===== src/rtl/pbf_pkg.sv =====
package pbf_pkg;
  typedef enum logic [3:0] {
    CLS_PLAIN   = 4'd0,
    CLS_BCOND   = 4'd1,
    CLS_CMPBR   = 4'd2,
    CLS_BLKOPEN = 4'd3,
    CLS_PSTATE  = 4'd4,
    CLS_BR      = 4'd5,
    CLS_BRLINK  = 4'd6,
    CLS_BRXCH   = 4'd7,
    CLS_TBLBR   = 4'd8,
    CLS_ALU     = 4'd9,
    CLS_LOAD    = 4'd10,
    CLS_BLXPC   = 4'd11,
    CLS_FPCOND  = 4'd12
  } cls_e;

  typedef struct packed {
    logic last;
    logic fault;
  } verdict_t;
endpackage


===== src/rtl/pbf_rules.sv =====
module pbf_rules #(
  parameter int CLSW = 4
) (
  input  logic [CLSW-1:0] cls,
  input  logic            active,
  input  logic            at_last,
  input  logic            pcdst,
  input  logic            unp_out,
  output pbf_pkg::verdict_t v
);
  import pbf_pkg::*;
  localparam int NCLS = 1 << CLSW;

  logic [NCLS-1:0] always_m, notlast_m, pcw_m;

  // per-class rule masks, one generate slot per code
  for (genvar i = 0; i < NCLS; i++) begin : g_mask
    assign always_m[i]  = (i == int'(CLS_BCOND)) || (i == int'(CLS_CMPBR)) ||
                          (i == int'(CLS_BLKOPEN)) || (i == int'(CLS_PSTATE)) ||
                          (i == int'(CLS_BLXPC));
    assign notlast_m[i] = (i == int'(CLS_BR)) || (i == int'(CLS_BRLINK)) ||
                          (i == int'(CLS_BRXCH)) || (i == int'(CLS_TBLBR));
    assign pcw_m[i]     = (i == int'(CLS_ALU)) || (i == int'(CLS_LOAD));
  end

  always_comb begin
    v.last  = active && at_last;
    v.fault = active && (always_m[cls] ||
              (!at_last && (notlast_m[cls] || (pcw_m[cls] && pcdst && !unp_out))));
  end
endmodule


===== config.mk =====
export PLATFORM = sky130hd
export DESIGN_NAME = pbf_rules
export DESIGN_NICKNAME = d
export VERILOG_FILES = /design/src/rtl/pbf_pkg.sv /design/src/rtl/pbf_rules.sv
export SDC_FILE = /design/constraint.sdc
export NUM_CORES = 1
export LEC_CHECK = 0
export BUFFER_PORTS_ARGS = -buffer_cell sky130_fd_sc_hd__buf_2
export CAP_MARGIN = 15
export CORE_AREA = 10 10 47 49
export DETAILED_ROUTE_END_ITERATION = 10
export DIE_AREA = 0 0 57 59
export SLEW_MARGIN = 20
export SYNTH_ARGS = -nofsm -noshare
export SYNTH_HDL_FRONTEND = slang
export SYNTH_SLANG_ARGS = --single-unit

===== constraint.sdc =====
create_clock -name vclk -period 1.6
set_input_delay 0 -clock vclk [all_inputs]
set_output_delay 0 -clock vclk [all_outputs]
set_load 0.02 [all_outputs]

==> impl_results.md, run 1 <==
* Outcome: finished clean
* CP Data Required Time at 1.60 ns
* Tmin final at 1.052 ns
* Die Y at 59 um
* Met1 Wirelength at 143 um
* Clock buffer count at 0
* Peak fanout along the critical path at 2
* Routed WL per cell at 8.390 um
* Postcts setup bufs at 0
* Reg area at 0 um2
* Yosys top cell area share at 0.4348
* Top cells by area, synth: ha_1, inv_1, and4bb_1, o21bai_1, o31ai_1
* Remaining antenna violation count at 0
* Synth Cell Area at 115.1 um2
* Die footprint at 0.003363 mm2
* Met2 wire len at 116 um
* Vias in the first global route at 139
* Hold crit path type: in2out
* Die span in x at 57 um
* Initial core utilization at 0.08214
* DR iter-0 viols at 0
* Global-route wire length before repair at 552 um
* Hold buffers post-CTS at 0
* Input/output buffers at 10
* Overflow after GRT at 0
* Max incr delay on CP at 0.18 ns
* Commonest non-fill, non-tap cell in the layout: buf_2
* Largest family of logic cells by synthesized area: adder cells
* Critical path type: in2out
* Synthesized Nets at 27
* Min-delay src: cls[3]
* GR Util All Layers at 0.01898
* First-pass DRT Iterations at 1
* Worst EP arrival at 1.05 ns
* Setup violators final at 0
* Hold Vio Cnt, Final at 0
* Slew HR at 0.8733
* Post-Route WL at 344 um
* Post-route cell area at 185.2 um2
* DP Area at 185.2 um2
* Post-Synth Simple-Gate Area at 0.2500
* Fmax at 0.9509 GHz
* Final Cycle Share at 0.6572
* Nets at 39
* Row Count at 14
* Max Cap Viol at 0
* Unrepaired setup endpoints after global routing: false
* Setup TNS at 0 ns
* Top Metal Used: met3
* Actual slew at the worst max-slew pin at 0.1884 ns
* Antenna Cells at 0
* Layout fillers at 172
* CP Launch Type: primary input
* Worst path cell trace: buf_2, inv_1, ha_1, inv_1, ha_1, nor2b_1, o31ai_1, a31oi_1, buf_2
* Met3 WL at 84 um
* Lkg Pwr at 0.1123 nW
* Initial antenna violation count at 0
* I/O pin cnt at 10
* Count of different cell masters after synthesis at 9
* Final Max Slew Viols at 0
* Mux cell area share after synthesis at 0
* WHS Path Cells at 3
* CTS-repair resized insts at 0
* Crit path capture type: primary output
* CP max stage cell: o31ai_1
* Placer Congestion at 0.6600
* Worst vdd ir at 46.40 uV
* Pwr Density at 186.0 mW/mm2
* CP top delay family: buffers and inverters
* Commonest cells after routing, fill and taps aside: buf_2, inv_1, ha_1
* CP Buf/Inv Count at 4
* Synth Area in Adders at 0.4348
* Synth Area in XOR/XNOR at 0
* Hold-critical path endpoint: v[0]
* Area grow syn2layout at 60.87%
* Share of layout cells above drive strength 1 at 0.4000
* Synth Instances at 15
* Seq cells at 0
* Sequential share of the synthesized area at 0
* Number of synthesis warnings at 0
* Synth Area in Compound Gates at 0.1848
* Core ar. at 0.001401 mm2
* Via count at 138
* Mean Syn Cell Area at 7.674 um2
* # DRC at 0
* Yosys top cell by area: ha_1
* Vias per cell at 3.366
* Largest net degree at the start of global routing at 4
## power breakdown
group          internal, mW  switching [mW]  leakage, nW
sequential                0               0            0
combinational        0.0174          0.0171        0.112
clock                     0               0            0
total                0.0174          0.0171        0.112
## worst min-delay path, delay by kind of cell
kind / cells / cell delay, ns
buffers and inverters: 2 / 0.24
AO/OA/AOI/OAI: 1 / 0.06
## synth_stat cells
master and instances:
and2_1 1, a31oi_1 1, nand2_1 1, ha_1 4
o31ai_1 1, o21bai_1 1, and4bb_1 1, nor2b_1 1
inv_1 4
## how the worst max path moves through the flow
stage | startpoint | to | slack (ns) | depth (start not counted)
floorplan | cls[0] | v[0] | 0.66 | 7
global placement | cls[0] | v[0] | 0.56 | 9
detailed placement | cls[0] | v[0] | 0.54 | 9
CTS | cls[0] | v[0] | 0.54 | 9
global route | cls[0] | v[0] | 0.46 | 9
finish | cls[0] | v[0] | 0.55 | 9
## layout make-up
| cell class | count | area (um2) | area share |
|---|---|---|---|
| tap | 16 | 20.02 | 0.1081 |
| inverter | 4 | 15.01 | 0.08108 |
| multi-input combinational | 11 | 100.1 | 0.5405 |
| timing repair buffer | 10 | 50.05 | 0.2703 |
## cells by family (layout without fill, tap and decap cells)
group	Yosys count	in the layout
AOI/OAI and AO/OA	3	3
adders and majority gates	4	4
buffers and inverters	4	14
and+or+nand+nor	4	4
## routing by layer
metal | GRT usage | up-vias
met2 | 0.02791 | 12
met1 | 0.02128 | 56
met3 | 0.01717 | 0
li1 | - | 70
met4 | 0 | 0
met5 | 0 | -
## per-stage QoR
stage | total power [mW] | std cells | utilization | setup WS, ns | hold WS (ns)
floorplan | 0.01768 | 15 | - | 0.6582 | 0.1355
global placement | 0.03378 | 41 | 0.1321 | 0.5593 | 0.2996
detailed placement | 0.03506 | 41 | 0.1321 | 0.5412 | 0.2987
CTS | 0.03535 | 41 | 0.1321 | 0.5399 | 0.2992
global route | 0.03974 | 41 | 0.1321 | 0.4599 | 0.3204
finish | 0.03444 | 41 | 0.1321 | 0.5484 | 0.3003
Note: power is estimated with default switching activity, not from simulation.
==> run 2: changes to the inputs <==
==> constraint.sdc (replaced) <==
create_clock -name vclk -period 1.1
set_input_delay 0 -clock vclk [all_inputs]
set_output_delay 0 -clock vclk [all_outputs]
set_load 0.02 [all_outputs]
==> run 2 against run 1 <==
Effect of this change:
- first-iteration DRC count is the same
- combinational power is 76% higher
- wire length is 2.3% lower
- sequential share of layout area is the same
- non-clock buffer count did not move
- hold slack lost 0.0026 ns
- global-route usage is 0.17 points lower
- largest power group unchanged
- highest routed layer unchanged
==> impl_results.md, run 2 (synthesis gave the netlist of run 1 again) <==
* Hold crit path type: in2out
* Core ar. at 0.001401 mm2 (unchanged)
* Slew HR at 0.8726 (about the same)
* Final Cycle Share at 0.9330
* Die span in x at 57 um (unchanged)
* DP Area at 185.2 um2 (unchanged)
* Overflow after GRT at 0 (unchanged)
* Input/output buffers at 10 (unchanged)
* Outcome: finished clean
* Share of layout cells above drive strength 1 at 0.6000 (+0.2000)
* Die Y at 59 um (unchanged)
* Hold Vio Cnt, Final at 0 (unchanged)
* Reg area at 0 um2 (unchanged)
* Min-delay src: cls[3]
* Fin util at 0.1491 (+0.01696)
* Area grow syn2layout at 81.52%
* Finished Layout Cells at 41 (unchanged)
* Final Worst Setup Slack at 0.07365 ns (-0.4748 ns)
* Initial antenna violation count at 0 (unchanged)
* Final Max Slew Viols at 0 (unchanged)
* DR iter-0 viols at 0 (unchanged)
* Commonest cells after routing, fill and taps aside: buf_2, inv_2, ha_1
* Postcts setup bufs at 0 (unchanged)
* Post-Route WL at 336 um (-2.3%)
* CP top delay family: buffers and inverters
* Global-route wire length before repair at 510 um (-7.6%)
* Initial core utilization at 0.08214 (unchanged)
* Placer Congestion at 0.6023 (-8.7%)
* Vias per cell at 3.341 (-0.72%)
* Tmin final at 1.026 ns
* Max Cap Viol at 0 (unchanged)
* Layout fillers at 169 (-1.7%)
* Fmax at 0.9743 GHz
* CP Launch Type: primary input
* Remaining antenna violation count at 0 (unchanged)
* Actual slew at the worst max-slew pin at 0.1895 ns (+0.001037 ns)
* Crit path capture type: primary output
* GR Util All Layers at 0.01726 (-0.001726)
* Via count at 137 (-0.72%)
* Critical path type: in2out
* Hold-critical path endpoint: v[0]
* Detailed placer's ending HPWL at 315.6 um
* First-pass DRT Iterations at 1 (unchanged)
* Seq cells at 0 (unchanged)
* CP Data Required Time at 1.10 ns (-0.50 ns)
* Setup violators final at 0 (unchanged)
* CP Buf/Inv Count at 4 (unchanged)
* Vias in the first global route at 122 (-12%)
* Max incr delay on CP at 0.23 ns (+0.05 ns)
* Routed WL per cell at 8.195 um (-2.3%)
* Clock buffer count at 0 (unchanged)
* Hold_ws at 0.2978 ns (-0.002590 ns)
* Commonest non-fill, non-tap cell in the layout: buf_2
* Peak fanout along the critical path at 2 (unchanged)
* Nets at 39 (unchanged)
* Post-place setup slack at 0.04849 ns (-0.4927 ns)
* CP max stage cell: o31ai_1
* Worst path cell trace: buf_2, inv_2, ha_4, inv_2, ha_2, nor2b_1, o31ai_1, a31oi_1, buf_4
* Pwr Density at 289.9 mW/mm2 (+56%)
* Antenna Cells at 0 (unchanged)
* Largest net degree at the start of global routing at 4 (unchanged)
* Row Count at 14 (unchanged)
* I/O pin cnt at 10 (unchanged)
* Post-route cell area at 209.0 um2 (+13%)
* Placed Cells at 41 (unchanged)
* Die footprint at 0.003363 mm2 (unchanged)
* # DRC at 0 (unchanged)
* Worst vdd ir at 64.30 uV (+39%)
* Hold buffers post-CTS at 0 (unchanged)
* Most used cell, CP: inv_2
* Worst EP arrival at 1.03 ns (-0.02 ns)
* Lkg Pwr at 0.1109 nW (-1.3%)
* WHS Path Cells at 3 (unchanged)
[run 2: cell count changes in the layout (fill, tap and decap cells not counted)]
cell / change
buf_2: -2
buf_4: +1
buf_6: +1
ha_1: -2
ha_2: +1
ha_4: +1
inv_1: -3
inv_2: +3
[run 2: worst max-delay path by stage]
stage	start	end	slack, ns	cells after the start
3_5_place_dp	cls[0]	v[0]	0.05	7
6_report	cls[0]	v[0]	0.07	9
5_1_grt	cls[0]	v[0]	-0.005	9
2_1_floorplan	cls[0]	v[0]	0.16	7
3_3_place_gp	cls[0]	v[0]	0.06	7
4_1_cts	cls[0]	v[0]	0.04	7
[run 2: report_power, final]
group | switching [mW] | internal [mW] | leakage, nW | total, mW
combinational | 0.0285 | 0.0320 | 0.111 | 0.0606
clock | 0 | 0 | 0 | 0
sequential | 0 | 0 | 0 | 0
total | 0.0285 | 0.0320 | 0.111 | 0.0606
[run 2: per-stage QoR]
stage | TNS (ns) | total power [mW]
detailed placement | 0 | 0.05127
global route | -0.004900 | 0.06891
CTS | 0 | 0.05161
global placement | 0 | 0.04991
floorplan | 0 | 0.02572
finish | 0 | 0.06057
[run 2: final cells by class]
class | instances | area, um2 | area share
Tap cell | 16 | 20.02 | 0.09581
Inverter | 4 | 15.01 | 0.07186
Multi-Input combinational cell | 11 | 115.1 | 0.5509
Timing Repair Buffer | 10 | 58.81 | 0.2814
[run 2: worst min-delay path, stage by stage]
cell and delay [ns]:
buf_2 0.09, a31oi_1 0.06, buf_4 0.15
[run 2: repair_timing]
item | in CTS | in global routing
gates resized for setup | 0 | 8
hold endpoints to repair | 0 | 0
endpoints found under the setup margin | 0 | 1
[run 2: metal layers]
metal | vias up | share of wire | track usage
met5 | - | 0 | 0
met4 | 0 | 0 | 0
met3 | 0 | 0.25 | 0.01502
met2 | 12 | 0.33 | 0.02481
met1 | 55 | 0.41 | 0.02009
li1 | 70 | - | -
